==> config.mk <==
export PLATFORM = sky130hd
export DESIGN_NAME = busmatch_conv
export DESIGN_NICKNAME = d
export VERILOG_FILES = /design/src/rtl/busmatch_pkg.sv /design/src/rtl/busmatch_lane_map.sv /design/src/rtl/busmatch_unpack.sv /design/src/rtl/busmatch_pack.sv /design/src/rtl/busmatch_conv.sv
export SDC_FILE = /design/constraint.sdc
export NUM_CORES = 1
export LEC_CHECK = 0
export BUFFER_PORTS_ARGS = -buffer_cell sky130_fd_sc_hd__buf_2
export CORE_MARGIN = 2
export CORE_UTILIZATION = 45
export DETAILED_ROUTE_END_ITERATION = 8
export PLACE_DENSITY_LB_ADDON = 0.05
export SLEW_MARGIN = 30
export SYNTH_ARGS = -nofsm -noshare
export SYNTH_HDL_FRONTEND = slang
export SYNTH_HIERARCHICAL = 1
export SYNTH_SLANG_ARGS = --single-unit
==> constraint.sdc <==
create_clock -name clk -period 4.9 [get_ports clk]
set_input_delay 0.245 -clock clk [delete_from_list [all_inputs] [get_ports clk]]
set_output_delay 0.245 -clock clk [all_outputs]
set_load 0.01 [all_outputs]
==> src/rtl/busmatch_pkg.sv <==
package busmatch_pkg;
   typedef enum logic [1:0] {
      BM_W36  = 2'b00,
      BM_W18  = 2'b01,
      BM_W9   = 2'b10,
      BM_WRSV = 2'b11
   } bm_size_e;
endpackage

==> src/rtl/busmatch_lane_map.sv <==
// Maps a piece index to a bit offset and a lane mask inside the long word.
module busmatch_lane_map
   import busmatch_pkg::*;
#(
   parameter int LONG_W = 36,
   parameter int CNT_W  = 2,
   parameter int SH_W   = $clog2(LONG_W)
) (
   input  bm_size_e            size_i,
   input  logic                big_i,
   input  logic [CNT_W-1:0]    idx_i,
   output logic [SH_W-1:0]     shift_o,
   output logic [LONG_W-1:0]   mask_o,
   output logic                last_o
);
   localparam int HALF_W = LONG_W / 2;
   localparam int QTR_W  = LONG_W / 4;
   localparam logic [SH_W-1:0]   HALF_SH   = SH_W'(HALF_W);
   localparam logic [SH_W-1:0]   QTR_SH    = SH_W'(QTR_W);
   localparam logic [LONG_W-1:0] HALF_MASK = {{(LONG_W-HALF_W){1'b0}}, {HALF_W{1'b1}}};
   localparam logic [LONG_W-1:0] QTR_MASK  = {{(LONG_W-QTR_W){1'b0}}, {QTR_W{1'b1}}};

   logic [CNT_W-1:0]  max_idx;
   logic [CNT_W-1:0]  lane;
   logic [LONG_W-1:0] base_mask;

   always_comb begin
      unique case (size_i)
         BM_W18:  begin max_idx = CNT_W'(1); base_mask = HALF_MASK; end
         BM_W9:   begin max_idx = CNT_W'(3); base_mask = QTR_MASK;  end
         default: begin max_idx = '0;       base_mask = '1;        end
      endcase
      lane = big_i ? (max_idx - idx_i) : idx_i;
      unique case (size_i)
         BM_W18:  shift_o = lane[0] ? HALF_SH : '0;
         BM_W9:   shift_o = SH_W'(lane) * QTR_SH;
         default: shift_o = '0;
      endcase
      mask_o = base_mask << shift_o;
      last_o = (idx_i == max_idx);
   end
endmodule

==> src/rtl/busmatch_unpack.sv <==
// Splits long words into ordered pieces.
module busmatch_unpack
   import busmatch_pkg::*;
#(
   parameter int LONG_W = 36
) (
   input  logic              clk,
   input  logic              rst_n,
   input  bm_size_e          size_i,
   input  logic              big_i,
   input  logic              w_valid_i,
   output logic              w_ready_o,
   input  logic [LONG_W-1:0] w_data_i,
   output logic              n_valid_o,
   input  logic              n_ready_i,
   output logic [LONG_W-1:0] n_data_o
);
   localparam int CNT_W = 2;
   localparam int SH_W  = $clog2(LONG_W);

   logic [LONG_W-1:0] word_q;
   logic [CNT_W-1:0]  idx_q;
   logic              busy_q;
   logic [SH_W-1:0]   shift;
   logic [LONG_W-1:0] mask;
   logic              last;
   logic              take, done, load;

   busmatch_lane_map #(.LONG_W(LONG_W), .CNT_W(CNT_W), .SH_W(SH_W)) u_map (
      .size_i (size_i),
      .big_i  (big_i),
      .idx_i  (idx_q),
      .shift_o(shift),
      .mask_o (mask),
      .last_o (last)
   );

   assign take      = busy_q && n_ready_i;
   assign done      = take && last;
   assign w_ready_o = !busy_q || done;
   assign load      = w_valid_i && w_ready_o;
   assign n_valid_o = busy_q;
   assign n_data_o  = (word_q & mask) >> shift;

   always_ff @(posedge clk) begin
      if (!rst_n) begin
         word_q <= '0;
         idx_q  <= '0;
         busy_q <= 1'b0;
      end else if (load) begin
         word_q <= w_data_i;
         idx_q  <= '0;
         busy_q <= 1'b1;
      end else if (done) begin
         idx_q  <= '0;
         busy_q <= 1'b0;
      end else if (take) begin
         idx_q  <= idx_q + CNT_W'(1);
      end
   end
endmodule

==> src/rtl/busmatch_pack.sv <==
// Assembles ordered pieces into long words; the accumulator is the output register.
module busmatch_pack
   import busmatch_pkg::*;
#(
   parameter int LONG_W = 36
) (
   input  logic              clk,
   input  logic              rst_n,
   input  bm_size_e          size_i,
   input  logic              big_i,
   input  logic              n_valid_i,
   output logic              n_ready_o,
   input  logic [LONG_W-1:0] n_data_i,
   output logic              w_valid_o,
   input  logic              w_ready_i,
   output logic [LONG_W-1:0] w_data_o
);
   localparam int CNT_W = 2;
   localparam int SH_W  = $clog2(LONG_W);

   logic [LONG_W-1:0] acc_q;
   logic [CNT_W-1:0]  idx_q;
   logic              full_q;
   logic [SH_W-1:0]   shift;
   logic [LONG_W-1:0] mask;
   logic              last;
   logic              accept, drain;

   busmatch_lane_map #(.LONG_W(LONG_W), .CNT_W(CNT_W), .SH_W(SH_W)) u_map (
      .size_i (size_i),
      .big_i  (big_i),
      .idx_i  (idx_q),
      .shift_o(shift),
      .mask_o (mask),
      .last_o (last)
   );

   assign n_ready_o = !full_q || w_ready_i;
   assign accept    = n_valid_i && n_ready_o;
   assign drain     = full_q && w_ready_i;
   assign w_valid_o = full_q;
   assign w_data_o  = acc_q;

   always_ff @(posedge clk) begin
      if (!rst_n) begin
         acc_q  <= '0;
         idx_q  <= '0;
         full_q <= 1'b0;
      end else begin
         if (drain) full_q <= 1'b0;
         if (accept) begin
            acc_q <= (acc_q & ~mask) | ((n_data_i << shift) & mask);
            if (last) begin
               full_q <= 1'b1;
               idx_q  <= '0;
            end else begin
               idx_q  <= idx_q + CNT_W'(1);
            end
         end
      end
   end
endmodule

==> src/rtl/busmatch_conv.sv <==
module busmatch_conv
   import busmatch_pkg::*;
#(
   parameter int LONG_W = 36
) (
   input  logic              clk,
   input  logic              rst_n,
   input  logic [1:0]        bus_size,
   input  logic              endian_sel,
   input  logic              w_in_valid,
   output logic              w_in_ready,
   input  logic [LONG_W-1:0] w_in_data,
   output logic              n_out_valid,
   input  logic              n_out_ready,
   output logic [LONG_W-1:0] n_out_data,
   input  logic              n_in_valid,
   output logic              n_in_ready,
   input  logic [LONG_W-1:0] n_in_data,
   output logic              w_out_valid,
   input  logic              w_out_ready,
   output logic [LONG_W-1:0] w_out_data
);
   if (LONG_W < 4 || (LONG_W % 4) != 0) begin : g_bad_width
      $error("busmatch_conv: LONG_W must be a positive multiple of 4");
   end

   bm_size_e size;
   logic     endian_q;

   assign size = bm_size_e'(bus_size);

   // byte order follows the select while reset is held, then stays frozen
   always_ff @(posedge clk) begin
      if (!rst_n) endian_q <= endian_sel;
   end

   busmatch_unpack #(.LONG_W(LONG_W)) u_unpack (
      .clk      (clk),
      .rst_n    (rst_n),
      .size_i   (size),
      .big_i    (endian_q),
      .w_valid_i(w_in_valid),
      .w_ready_o(w_in_ready),
      .w_data_i (w_in_data),
      .n_valid_o(n_out_valid),
      .n_ready_i(n_out_ready),
      .n_data_o (n_out_data)
   );

   busmatch_pack #(.LONG_W(LONG_W)) u_pack (
      .clk      (clk),
      .rst_n    (rst_n),
      .size_i   (size),
      .big_i    (endian_q),
      .n_valid_i(n_in_valid),
      .n_ready_o(n_in_ready),
      .n_data_i (n_in_data),
      .w_valid_o(w_out_valid),
      .w_ready_i(w_out_ready),
      .w_data_o (w_out_data)
   );
endmodule

After elaboration in Yosys (flattened, before gate mapping)

Index checks and enable logic that the tools add are counted.

Flip-flop bits (word level): 79
Output and inout bits: 76
Input bits: 81

Shift operators: 4
Reduce and logical (&&, ||, !) cells: 11
Multiply operators: 2
Mux-type cells: 14
Eq/ne operators: 4
Bitwise operators: 6
Add/sub/neg operators: 4

Operators by type and width:

| operator                                          | count |
|---|---|
| bitwise AND 36 bit                                | 3 |
| << shifter 36 x 6 -> 36 bit                       | 3 |
| case mux 36 bit (2 select lines)                  | 1 |
| NOT 36 bit                                        | 1 |
| bitwise OR 36 bit                                 | 1 |
| >> shifter 36 x 6 -> 36 bit                       | 1 |
| case mux 6 bit (2 select lines)                   | 2 |
| multiplier 2 x 4 -> 6 bit (second input constant) | 2 |
| two-way mux 5 bit                                 | 2 |
| two-way mux 2 bit                                 | 3 |
| logical AND 1 bit                                 | 5 |
| two-way mux 1 bit                                 | 5 |
| adder 2 x 1 -> 2 bit (second input constant)      | 2 |
| == test 2 bit                                     | 2 |
| case mux 2 bit (2 select lines)                   | 1 |
| subtractor 2 bit                                  | 2 |
| OR reduction 3 bit                                | 1 |
| == test 2 x 1 -> 1 bit (second input constant)    | 1 |
| == test 2 bit (second input constant)             | 1 |
| logical NOT 1 bit                                 | 2 |
| logical OR 1 bit                                  | 2 |
| nonzero test 2 bit                                | 1 |
| NOT 1 bit                                         | 1 |

Logic depth before layout (Yosys ltp)

Gate-level depths: netlist (run 1).

Depth after elaboration: 10
Gate-level depth with buffers: 17
Depth with buffers taken out: 12

Modules after synthesis

Netlist (run 1), hierarchy kept.

By module, submodules not included:

| module            | seq. area each (µm²) | cells an instance | instances | area each (µm²) |
|---|---|---|---|---|
| busmatch_pack     | 780.7                | 435               | 1         | 3,898.7 |
| busmatch_unpack   | 780.7                | 462               | 1         | 3,626.0 |
| busmatch_lane_map | 0.0                  | 84                | 2         | 571.8 |
| busmatch_conv     | 30.0                 | 2                 | 1         | 33.8 |

Worst setup path before layout (run 1)

OpenSTA, ideal clock, no wires.

Path kind: input -> output
From: in bus_size[0]
To: out n_out_data[11]
Slack: 1.265 ns
Data arrival time: 3.390 ns
Stages: 14
Cells stage by stage: inv_1 > ha_1 > ha_1 > and2b_4 > mux2i_4 > buf_6 > a21oi_2 > o22ai_1 > buf_4 > nand2_1 > mux4_2 > mux2_2 > o221a_1 > a2111oi_2

Cells in the longest elaborated chain, start to end: 9
Elaborated cells on any way between the ends: 12

Ends and longest elaborated chain:

| element                                                        | RTL line                                         | text |
|---|---|---|
| start, declared                                                | busmatch_conv.sv:8                               | `input logic [1:0] bus_size,` |
| == test 2 bit or == test 2 x 1 -> 1 bit (tied branches)        | busmatch_lane_map.sv:28, busmatch_lane_map.sv:34 |  |
| case mux 2 bit (2 select lines)                                | busmatch_lane_map.sv:28                          | `unique case (size_i)` |
| subtractor 2 bit                                               | busmatch_lane_map.sv:33                          | `lane = big_i ? (max_idx - idx_i) : idx_i;` |
| two-way mux 2 bit                                              | busmatch_lane_map.sv:33                          |  |
| multiplier 2 x 4 -> 6 bit or two-way mux 5 bit (tied branches) | busmatch_lane_map.sv:36, busmatch_lane_map.sv:35 |  |
| case mux 6 bit (2 select lines)                                | busmatch_lane_map.sv:34                          | `unique case (size_i)` |
| << shifter 36 x 6 -> 36 bit (*)                                | busmatch_lane_map.sv:39                          | `mask_o = base_mask << shift_o;` |
| net u_unpack.mask[21]                                          | busmatch_unpack.sv:25                            | `logic [LONG_W-1:0] mask;` |
| bitwise AND 36 bit (*)                                         | busmatch_unpack.sv:43                            | `assign n_data_o = (word_q & mask) >> shift;` |
| >> shifter 36 x 6 -> 36 bit (*)                                | busmatch_unpack.sv:43                            |  |
| end, declared                                                  | busmatch_conv.sv:15                              | `output logic [LONG_W-1:0] n_out_data,` |

The timed path passes the listed nets; every way through them passes the cells marked *.

Worst setup path in the final report (run 1)

Ends and elaborated chain as after synthesis.

==> results.rst, run 1 <==
.. list-table::
   :header-rows: 1

   * - Metric
     - Value
   * - Count of vias placed by the detailed router
     - approximately 8600
   * - Final hold violation count
     - 0
   * - Sequential-to-total area share from yosys stat
     - ~18%
   * - Overall track demand over capacity in global routing
     - 27.2%
   * - Finish-stage setup viols
     - 0
   * - Share of flip-flops with an asynchronous set or reset after synthesis
     - 0%
   * - Series of cell instances along the critical path
     - buf_2 > inv_1 > ha_1 > ha_1 > and2b_4 > mux2i_4 > a21oi_2 > o22ai_1 > nand2_1 > mux4_2 > mux2_2 > o221a_1 > a2111oi_2 > buf_2
   * - Crit path time final
     - 4360 ps
   * - Clock edge transition at the registers on the reported setup and hold paths
     - 60 ps
   * - Number of detailed-routing iterations run before antenna repair
     - 5
   * - Post-route setup TNS
     - 0 ps
   * - Area enclosed by the die boundary
     - 0.0205 mm^2
   * - GPL Wtd Cong
     - 0.935
   * - Mean instance size in the synthesized netlist
     - 8.16 um^2
   * - Critical path peak fanout
     - 13
   * - Root Buffer
     - sky130_fd_sc_hd__clkbuf_16
   * - Synth Cell Area
     - a little under 0.009 mm^2
   * - Global-route wire length before repair
     - ~43000 um
   * - Cell family contributing the most delay on the critical path
     - multiplexers
   * - Initial cell density of the core
     - 46.2%
   * - Number of antenna diodes
     - 0
   * - Number of H-tree levels
     - 3
   * - Leakage power figure
     - between 0.003 and 0.004 uW
   * - Area leader, netlist
     - sky130_fd_sc_hd__dfxtp_1
   * - Final clock period utilization by the worst path
     - 88.9%
   * - Total length of routed wires
     - 28200 um
   * - Longest individual stage delay on the worst path
     - 510 ps
   * - CP max stage cell
     - sky130_fd_sc_hd__mux4_2
   * - Clock buffer depth
     - 2
   * - Number of synthesis warnings
     - 6
   * - Result of the run
     - finished, final reports clean
   * - Power, Total
     - about 2300 uW
   * - Share of final-layout standard cells stronger than drive strength 1
     - between 20% and 30%
   * - Actual transition at the worst max-transition pin
     - 971 ps
   * - Average wire length per cell after detail routing
     - about 20 um
   * - Leading post-synthesis cells by cell area
     - sky130_fd_sc_hd__dfxtp_1, sky130_fd_sc_hd__mux4_2, sky130_fd_sc_hd__nand2_1
   * - FP Rows
     - 50
   * - Sum of buffers and inverters on the critical path
     - 3
   * - Number of maximum-capacitance constraint violations
     - 0
   * - PostCTS Resize Cnt
     - 0
   * - CTS sink count
     - just under 80
   * - Worst Clk Skew
     - 14.0 ps
   * - Fill cells
     - 1845
   * - Crit path kind
     - in2out
   * - Tightest hold margin
     - 78.7 ps
   * - Number of pins exceeding their max-slew limit in the final report
     - 0
   * - Netlist cell types
     - 87
   * - Area growth syn-to-layout
     - 10.1%
   * - Pin count of the biggest net entering global routing
     - between 80 and 90
   * - Antenna Violating Nets Remaining
     - 0
   * - Net total in the final layout
     - 1222
   * - Number of flip-flops and latches in the synthesized netlist
     - 79
   * - Die Y
     - 143 um
   * - Via count normalized by instance count
     - 6.12
   * - Clock network latency to the later pin of the worst-skew pair
     - 350 ps
   * - Drt first-iter violations
     - between 700 and 800
   * - Area of the multi-input gates
     - 0.00627 mm^2
   * - Ports placed on the boundary
     - 157
   * - Data required time of the worst path
     - 4660 ps
   * - Class of the tightest hold or removal check
     - in2reg
   * - Global-route congestion overflow total
     - 0
   * - Endpoint kind of the worst setup timing path
     - primary output
   * - Antenna violations before repair
     - 0
   * - Port buffer count
     - 156
   * - Setup repair after global routing missed its margin
     - false
   * - Fmax
     - 0.230 GHz
   * - Area used by sequential logic in the layout
     - 0.00159 mm^2
   * - Number of clock buffers inserted by TritonCTS
     - 9
   * - Area of the core
     - 0.0188 mm^2
   * - Proportion of netlist area held by the largest area contributor
     - 17.9%
   * - Post-CTS Setup Bufs
     - 0
   * - Worst rel slew slack
     - 35.0%
   * - Most used flip-flop cell after synthesis
     - sky130_fd_sc_hd__dfxtp_1
   * - Die boundary width
     - 143 um
   * - Clock tree from TritonCTS
     - yes
   * - Total of hold buffers inserted after clock tree synthesis
     - 0
   * - Number of global-route vias before repair
     - 7831
   * - Peak supply drop
     - 0.000164 V
   * - Type of element launching the critical path
     - input port
   * - Power Density
     - approximately 240 mW/mm^2
   * - Post-layout util
     - 50.9%
   * - Instance count of the mapped netlist
     - 1067
   * - Number of synthesized flops with an enable pin
     - 1
   * - Half-perimeter wire length after detailed placement
     - 21100 um
   * - Critical Path AT
     - 4110 ps
   * - Post-detailed-route DRC marker count
     - 0
worst reg2reg max path, cell delays in order, from the launching register on:
cell                        delay [ps]
sky130_fd_sc_hd__dfxtp_1           360
sky130_fd_sc_hd__ha_1              200
sky130_fd_sc_hd__and2b_4           270
sky130_fd_sc_hd__mux2i_4           450
sky130_fd_sc_hd__a21oi_2           110
sky130_fd_sc_hd__nor2_4            630
sky130_fd_sc_hd__mux4_1            720
sky130_fd_sc_hd__mux2i_1           350
sky130_fd_sc_hd__a2bb2oi_1         300
sky130_fd_sc_hd__mux2i_1           120
sky130_fd_sc_hd__a31o_1            230
stage by stage:
stage / std cells / instance area, um^2 / worst slack, ps
after CTS: 1398 / 9570 / 569
final: 1398 / 9580 / 544
after floorplan: 1069 / 8710 / 1270
after detailed placement: 1382 / 9260 / 525
after global routing: 1398 / 9580 / 160
after global placement: 1382 / 9260 / 612
synth_stat cells, types with 12 or more instances:
| cell type | instances |
|---|---|
| sky130_fd_sc_hd__a22oi_1 | 14 |
| sky130_fd_sc_hd__a21oi_1 | 48 |
| sky130_fd_sc_hd__mux4_1 | 14 |
| sky130_fd_sc_hd__o21ai_0 | 33 |
| sky130_fd_sc_hd__dfxtp_1 | 78 |
| sky130_fd_sc_hd__nand3_1 | 24 |
| sky130_fd_sc_hd__mux2i_1 | 50 |
| sky130_fd_sc_hd__mux4_2 | 46 |
| sky130_fd_sc_hd__a21boi_0 | 38 |
| sky130_fd_sc_hd__nor2_1 | 69 |
| sky130_fd_sc_hd__buf_2 | 15 |
| sky130_fd_sc_hd__nor3_1 | 19 |
| sky130_fd_sc_hd__inv_1 | 14 |
| sky130_fd_sc_hd__buf_4 | 55 |
| sky130_fd_sc_hd__nand4_1 | 21 |
| sky130_fd_sc_hd__nand2_1 | 207 |
| sky130_fd_sc_hd__mux2_2 | 21 |
| sky130_fd_sc_hd__clkbuf_1 | 42 |
| sky130_fd_sc_hd__nand2b_1 | 13 |
| sky130_fd_sc_hd__and2_1 | 14 |
| sky130_fd_sc_hd__o31ai_1 | 14 |
| sky130_fd_sc_hd__a31oi_1 | 12 |
area by class of cell:
| cell class | instances | share of cell area, % |
|---|---|---|
| clock buffers | 9 | 2.35 |
| repair buffers | 183 | 10.5 |
| inverters | 19 | 0.744 |
| well taps | 260 | 3.40 |
| flip-flops and latches | 79 | 16.6 |
| clock inverters | 7 | 0.901 |
| multi-input cells | 841 | 65.5 |
kinds of logic (layout without fill, tap and decap cells):
kind of cell / count (synthesis) / in the layout / share of synthesized area, %
xor gates and xnor gates: 2 / 2 / 0.201
muxes: 135 / 135 / 25.5
other: 2 / 4 / 0.0863
AOI/OAI and AO/OA: 256 / 256 / 20.7
adders and majority gates: 8 / 8 / 1.15
DFF: 79 / 79 / 18.3
buffers and inverters: 149 / 218 / 10.2
and+or+nand+nor: 436 / 436 / 23.9
metal layers:
layer,wire [um],global-route usage (%),vias up
li1,-,-,4077
met1,11100,33.2,4083
met2,14600,49.2,338
met3,1680,3.25,55
met4,838,9.74,0
met5,0,0,-
power breakdown:
part | switching, uW | total (uW) | internal, uW | leakage (uW)
combinational | 497 | 828 | 330 | 0.00291
clock | 315 | 723 | 408 | 0.000156
sequential | 36.2 | 723 | 687 | 0.000648
cell usage in the layout (no fill, tap or decap), types with 24 or more instances in the layout:
cell type / count
sky130_fd_sc_hd__nand3_1: 24
sky130_fd_sc_hd__buf_4: 25
sky130_fd_sc_hd__mux2i_1: 50
sky130_fd_sc_hd__dfxtp_1: 78
sky130_fd_sc_hd__a21oi_1: 48
sky130_fd_sc_hd__o21ai_0: 33
sky130_fd_sc_hd__a21boi_0: 38
sky130_fd_sc_hd__mux4_2: 46
sky130_fd_sc_hd__nand2_1: 207
sky130_fd_sc_hd__buf_2: 156
sky130_fd_sc_hd__nor2_1: 67
path summary, 6_finish.rpt:
path              startpoint              to  cells past startpoint  slack [ps]
max reg2reg  u_pack/idx_q[0]        register                     10        1060
min               endian_sel        endian_q                      1          80
max              bus_size[0]  n_out_data[11]                     14         540
min reg2reg         register        register                      2         450
Power figures use the tool's default switching activity.
==> inputs of run 2 (changes only) <==
Settings changed: CORE_UTILIZATION 45 to 40.
==> results.rst, run 2 (same netlist as run 1, synthesis figures left out) <==
.. list-table::
   :header-rows: 1

   * - Metric
     - Value
   * - Result of the run
     - finished, final reports clean
   * - Die boundary width
     - 151 um (+5.9%)
   * - CP max stage cell
     - sky130_fd_sc_hd__mux4_2
   * - Number of maximum-capacitance constraint violations
     - 0 (unchanged)
   * - Global-route wire length before repair
     - 44700 um (+2.9%)
   * - Worst setup path endpoint
     - n_out_data[11]
   * - Number of detailed-routing iterations run before antenna repair
     - 6 (+1)
   * - Data required time of the worst path
     - 4660 ps (about the same)
   * - Pin count of the biggest net entering global routing
     - 57 (-35%)
   * - Number of antenna diodes
     - 0 (unchanged)
   * - Critical path peak fanout
     - 13 (unchanged)
   * - Total length of routed wires
     - 29000 um (+2.8%)
   * - Initial cell density of the core
     - 41.1% (-5.1 points)
   * - Cell family contributing the most delay on the critical path
     - multiplexers
   * - Most frequent standard cell in the layout excluding fill and tap cells
     - sky130_fd_sc_hd__nand2_1
   * - Area of the core
     - 0.0212 mm^2 (+12%)
   * - Crit Reg-Reg Startpoint
     - u_pack/idx_q[0]
   * - PostCTS Resize Cnt
     - 0 (unchanged)
   * - Depth of the worst register-to-register path
     - 11 (+1)
   * - Final clock period utilization by the worst path
     - 88.6% (-0.26 points)
   * - Crit path kind
     - in2out
   * - Average wire length per cell after detail routing
     - 20.6 um (+1.8%)
   * - Area enclosed by the die boundary
     - 0.0230 mm^2 (+12%)
   * - Longest individual stage delay on the worst path
     - 510 ps (about the same)
   * - Actual transition at the worst max-transition pin
     - 1010 ps (+35.3 ps)
   * - Setup repair after global routing missed its margin
     - false
   * - Clock tree from TritonCTS
     - yes
   * - Worst Clk Skew
     - 8.91 ps (-5.05 ps)
   * - Final hold violation count
     - 0 (unchanged)
   * - Number of global-route vias before repair
     - 8003 (+2.2%)
   * - GPL Wtd Cong
     - 0.907 (-3.0%)
   * - Number of H-tree levels
     - 3 (unchanged)
   * - Endpoint kind of the worst setup timing path
     - primary output
   * - Port buffer count
     - 156 (unchanged)
   * - Share of final-layout standard cells stronger than drive strength 1
     - 26.2% (-0.31 points)
   * - Peak supply drop
     - 0.000207 V (+26%)
   * - Worst rel slew slack
     - 32.3% (-2.7 points)
   * - Sum of buffers and inverters on the critical path
     - 3 (unchanged)
   * - Post-route setup TNS
     - 0 ps (unchanged)
   * - Antenna Violating Nets Remaining
     - 0 (unchanged)
   * - Total of hold buffers inserted after clock tree synthesis
     - 0 (unchanged)
   * - FP Rows
     - 53 (+6.0%)
   * - Ports placed on the boundary
     - 157 (unchanged)
   * - Clock edge transition at the registers on the reported setup and hold paths
     - 60 ps (about the same)
   * - Clock network latency to the later pin of the worst-skew pair
     - 350 ps (about the same)
   * - Post-CTS Setup Bufs
     - 0 (unchanged)
   * - Fmax
     - 0.230 GHz (+0.30%)
   * - Global-route congestion overflow total
     - 0 (unchanged)
   * - Stages on the worst setup path
     - 14 (unchanged)
   * - CTS sink count
     - 79 (unchanged)
   * - Drt first-iter violations
     - 587 (-17%)
   * - Count of vias placed by the detailed router
     - 8426 (-1.5%)
   * - Via count normalized by instance count
     - 5.97 (-2.4%)
   * - Antenna violations before repair
     - 0 (unchanged)
   * - Series of cell instances along the critical path
     - buf_2 > inv_1 > ha_1 > ha_1 > and2b_4 > mux2i_4 > a21oi_2 > o22ai_1 > nand2_1 > mux4_2 > mux2_2 > o221a_1 > a2111oi_2 > buf_2
   * - Area growth syn-to-layout
     - 10.1% (about the same)
   * - Half-perimeter wire length after detailed placement
     - 21900 um (+3.5%)
   * - Number of pins exceeding their max-slew limit in the final report
     - 0 (unchanged)
   * - Most frequent cells in the layout
     - sky130_fd_sc_hd__nand2_1, sky130_fd_sc_hd__buf_2, sky130_fd_sc_hd__dfxtp_1
   * - Worst setup path startpoint
     - bus_size[0]
   * - Power, Total
     - 2280 uW (+0.33%)
   * - Net total in the final layout
     - 1220 (-0.16%)
   * - Die Y
     - 151 um (+5.9%)
   * - Overall track demand over capacity in global routing
     - 25.3% (-2.0 points)
   * - Class of the tightest hold or removal check
     - in2reg
   * - Number of clock buffers inserted by TritonCTS
     - 9 (unchanged)
   * - Clock buffer depth
     - 2 (unchanged)
   * - Finish-stage setup viols
     - 0 (unchanged)
   * - Power Density
     - 238 mW/mm^2 (+0.37%)
   * - Register-to-Register Setup Slack
     - 1010 ps (-50 ps)
   * - Leakage power figure
     - 0.00369 uW (-0.64%)
   * - Critical Path AT
     - 4100 ps (about the same)
   * - Post-detailed-route DRC marker count
     - 0 (unchanged)
   * - Crit path time final
     - 4340 ps (-12.9 ps)
   * - Root Buffer
     - sky130_fd_sc_hd__clkbuf_16
   * - Type of element launching the critical path
     - input port
run 2: worst min-delay path by stage:
stage,endpoint,cells after the start,from
after floorplan,endian_q,0,endian_sel
after global placement,endian_q,1,endian_sel
after detailed placement,register,2,register
after CTS,endian_q,1,endian_sel
after global routing,endian_q,1,endian_sel
final,endian_q,1,endian_sel
run 2: where the power goes:
group	internal (uW)	switching, uW	total [uW]
logic	329	500	829
clock network	418	310	728
registers	687	37.3	724
total	1430	846	2280
run 2: area by class of cell:
type                            count  area, um^2
Fill cell                        2204       11600
Tap cell                          275         344
Multi-Input combinational cell    841        6260
Sequential cell                    79        1590
Clock inverter                      6        76.3
Inverter                           19        71.3
Timing Repair Buffer              181         993
Clock buffer                       10         239
run 2: per-stage QoR:
stage	area (um^2)	setup WS (ps)	cells	hold slack, ps	utilization (%)
3_3_place_gp	9260	531	1395	437	43.8
6_report	9580	556	1411	102	45.3
4_1_cts	9580	555	1411	87.6	45.3
3_5_place_dp	9260	546	1395	443	43.8
2_1_floorplan	8710	1270	1069	344	-
5_1_grt	9580	302	1411	83.1	45.3
run 2: routing by layer:
metal | part of all wire (%) | vias to the layer above | track usage, %
li1 | - | 4079 | -
met1 | 42 | 4043 | 30.9
met2 | 50 | 245 | 44.5
met3 | 4.4 | 59 | 3.41
met4 | 4.0 | 0 | 10.8
met5 | 0 | - | 0
==> inputs of run 3 (changes only) <==
Settings changed: CAP_MARGIN from default to 20, RECOVER_POWER from default to 25.
==> results.rst, run 3 (same netlist as run 1, synthesis figures left out) <==
.. list-table::
   :header-rows: 1

   * - Metric
     - Value
   * - Failing checks
     - max-capacitance violations, max-slew violations
   * - Half-perimeter wire length after detailed placement
     - 21900 um (unchanged)
   * - Number of maximum-capacitance constraint violations
     - 1 (+1)
   * - Post-CTS Setup Bufs
     - 0 (unchanged)
   * - Post-layout util
     - 45.0% (-0.24 points)
   * - Root Buffer
     - sky130_fd_sc_hd__clkbuf_16
   * - Most frequent cells in the layout
     - sky130_fd_sc_hd__nand2_1, sky130_fd_sc_hd__buf_2, sky130_fd_sc_hd__dfxtp_1
   * - Leakage power figure
     - 0.00354 uW (-4.2%)
   * - Number of global-route vias before repair
     - 8003 (unchanged)
   * - Count of vias placed by the detailed router
     - 8434 (+0.095%)
   * - Area enclosed by the die boundary
     - 0.0230 mm^2 (unchanged)
   * - Finish-stage setup viols
     - 0 (unchanged)
   * - Actual transition at the worst max-transition pin
     - 2270 ps (+1260 ps)
   * - Crit path kind
     - in2out
   * - Tightest hold margin
     - 99.5 ps (-2.18 ps)
   * - Port buffer count
     - 156 (unchanged)
   * - Share of final-layout standard cells stronger than drive strength 1
     - 22.9% (-3.3 points)
   * - Post-route non-filler standard cell count
     - 1411 (unchanged)
   * - Overall track demand over capacity in global routing
     - 25.3% (unchanged)
   * - DP Area
     - 0.00926 mm^2 (unchanged)
   * - CTS sink count
     - 79 (unchanged)
   * - Global-route wire length before repair
     - 44700 um (unchanged)
   * - Number of detailed-routing iterations run before antenna repair
     - 4 (-2)
   * - Antenna violations before repair
     - 0 (unchanged)
   * - Data required time of the worst path
     - 4660 ps (about the same)
   * - Via count normalized by instance count
     - 5.98 (about the same)
   * - Final design instance area without fill
     - 0.00953 mm^2 (-0.52%)
   * - Number of pins exceeding their max-slew limit in the final report
     - 57 (+57)
   * - Total of hold buffers inserted after clock tree synthesis
     - 0 (unchanged)
   * - Register-to-Register Setup Slack
     - 1030 ps (+20 ps)
   * - Class of the tightest hold or removal check
     - in2reg
   * - Number of H-tree levels
     - 3 (unchanged)
   * - Global-route congestion overflow total
     - 0 (unchanged)
   * - Clock tree from TritonCTS
     - yes
   * - Worst Clk Skew
     - 9.52 ps (+0.605 ps)
   * - Number of antenna diodes
     - 0 (unchanged)
   * - Number of clock buffers inserted by TritonCTS
     - 9 (unchanged)
   * - Clock network latency to the later pin of the worst-skew pair
     - 350 ps (about the same)
   * - Post-route setup TNS
     - 0 ps (unchanged)
   * - Clock buffer depth
     - 2 (unchanged)
   * - Setup repair after global routing missed its margin
     - false
   * - Post-detailed-route DRC marker count
     - 0 (unchanged)
   * - Area growth syn-to-layout
     - 9.48%
   * - Power Density
     - 239 mW/mm^2 (+0.25%)
   * - Net total in the final layout
     - 1220 (unchanged)
   * - Area of the core
     - 0.0212 mm^2 (unchanged)
   * - Ports placed on the boundary
     - 157 (unchanged)
   * - Initial cell density of the core
     - 41.1% (unchanged)
   * - Average wire length per cell after detail routing
     - 20.6 um (+0.13%)
   * - Critical Path AT
     - 4120 ps (+20 ps)
   * - Crit path time final
     - 4360 ps (+20.5 ps)
   * - Die boundary width
     - 151 um (unchanged)
   * - Endpoint kind of the worst setup timing path
     - primary output
   * - Total length of routed wires
     - 29100 um (+0.13%)
   * - Clock edge transition at the registers on the reported setup and hold paths
     - 60 ps (about the same)
   * - Final hold violation count
     - 0 (unchanged)
   * - PostCTS Resize Cnt
     - 0 (unchanged)
   * - Result of the run
     - finished, violations left
   * - GPL Wtd Cong
     - 0.907 (unchanged)
   * - Most frequent standard cell in the layout excluding fill and tap cells
     - sky130_fd_sc_hd__nand2_1
   * - Pin count of the biggest net entering global routing
     - 57 (unchanged)
   * - Die Y
     - 151 um (unchanged)
   * - Type of element launching the critical path
     - input port
   * - Antenna Violating Nets Remaining
     - 0 (unchanged)
   * - FP Rows
     - 53 (unchanged)
   * - Drt first-iter violations
     - 581 (-1.0%)
   * - Fmax
     - 0.229 GHz (-0.47%)
   * - Worst rel slew slack
     - -51.1% (-83 points)
   * - Final clock period utilization by the worst path
     - 89.1% (+0.42 points)
   * - Peak supply drop
     - 0.000207 V (about the same)
   * - Cell Count Post-Placement
     - 1395 (unchanged)
   * - Critical path peak fanout
     - 13 (unchanged)
run 3: path summary, 6_finish.rpt:
path                         from              to  cells after the start
setup / recovery      bus_size[0]  n_out_data[11]                     14
hold / removal         endian_sel        endian_q                      1
setup reg to reg  u_pack/idx_q[0]        register                     11
hold reg to reg          register        register                      2
run 3: report_power, final:
part	switching, uW	internal, uW	total, uW
Sequential	37.8	687	725
Clock	307	418	725
Combinational	500	325	825
Total	845	1430	2270
run 3: final cells by class:
class | instances | area, um^2
clock buffer | 10 | 239
inverter | 19 | 71.3
clock inverter | 6 | 76.3
multi-input combinational | 841 | 6260
sequential | 79 | 1590
fill | 2227 | 11600
tap | 275 | 344
timing repair buffer | 181 | 943
run 3: per-stage QoR:
step | power (uW) | setup WS (ps)
5_1_grt | 2400 | 302
6_report | 2270 | 536
3_5_place_dp | 1550 | 546
4_1_cts | 2290 | 555
2_1_floorplan | 1350 | 1270
3_3_place_gp | 1550 | 531
run 3: per-layer routing:
layer,up-vias,wire length (um),part of all wire [%],GRT usage (%)
met1,4067,12000,41,30.9
met3,57,1290,4.4,3.41
met2,232,14600,50,44.5
met5,-,0,0,0
met4,0,1160,4.0,10.8
li1,4078,-,-,-
run 3: worst max-delay path, cell delays in order:
cell	delay [ps]
sky130_fd_sc_hd__buf_2	110
sky130_fd_sc_hd__inv_1	60
sky130_fd_sc_hd__ha_1	470
sky130_fd_sc_hd__ha_1	250
sky130_fd_sc_hd__and2b_4	270
sky130_fd_sc_hd__mux2i_4	450
sky130_fd_sc_hd__a21oi_2	120
sky130_fd_sc_hd__o22ai_1	310
sky130_fd_sc_hd__nand2_1	170
sky130_fd_sc_hd__mux4_2	510
sky130_fd_sc_hd__mux2_2	290
sky130_fd_sc_hd__o221a_1	240
sky130_fd_sc_hd__a2111oi_2	410
sky130_fd_sc_hd__buf_2	200
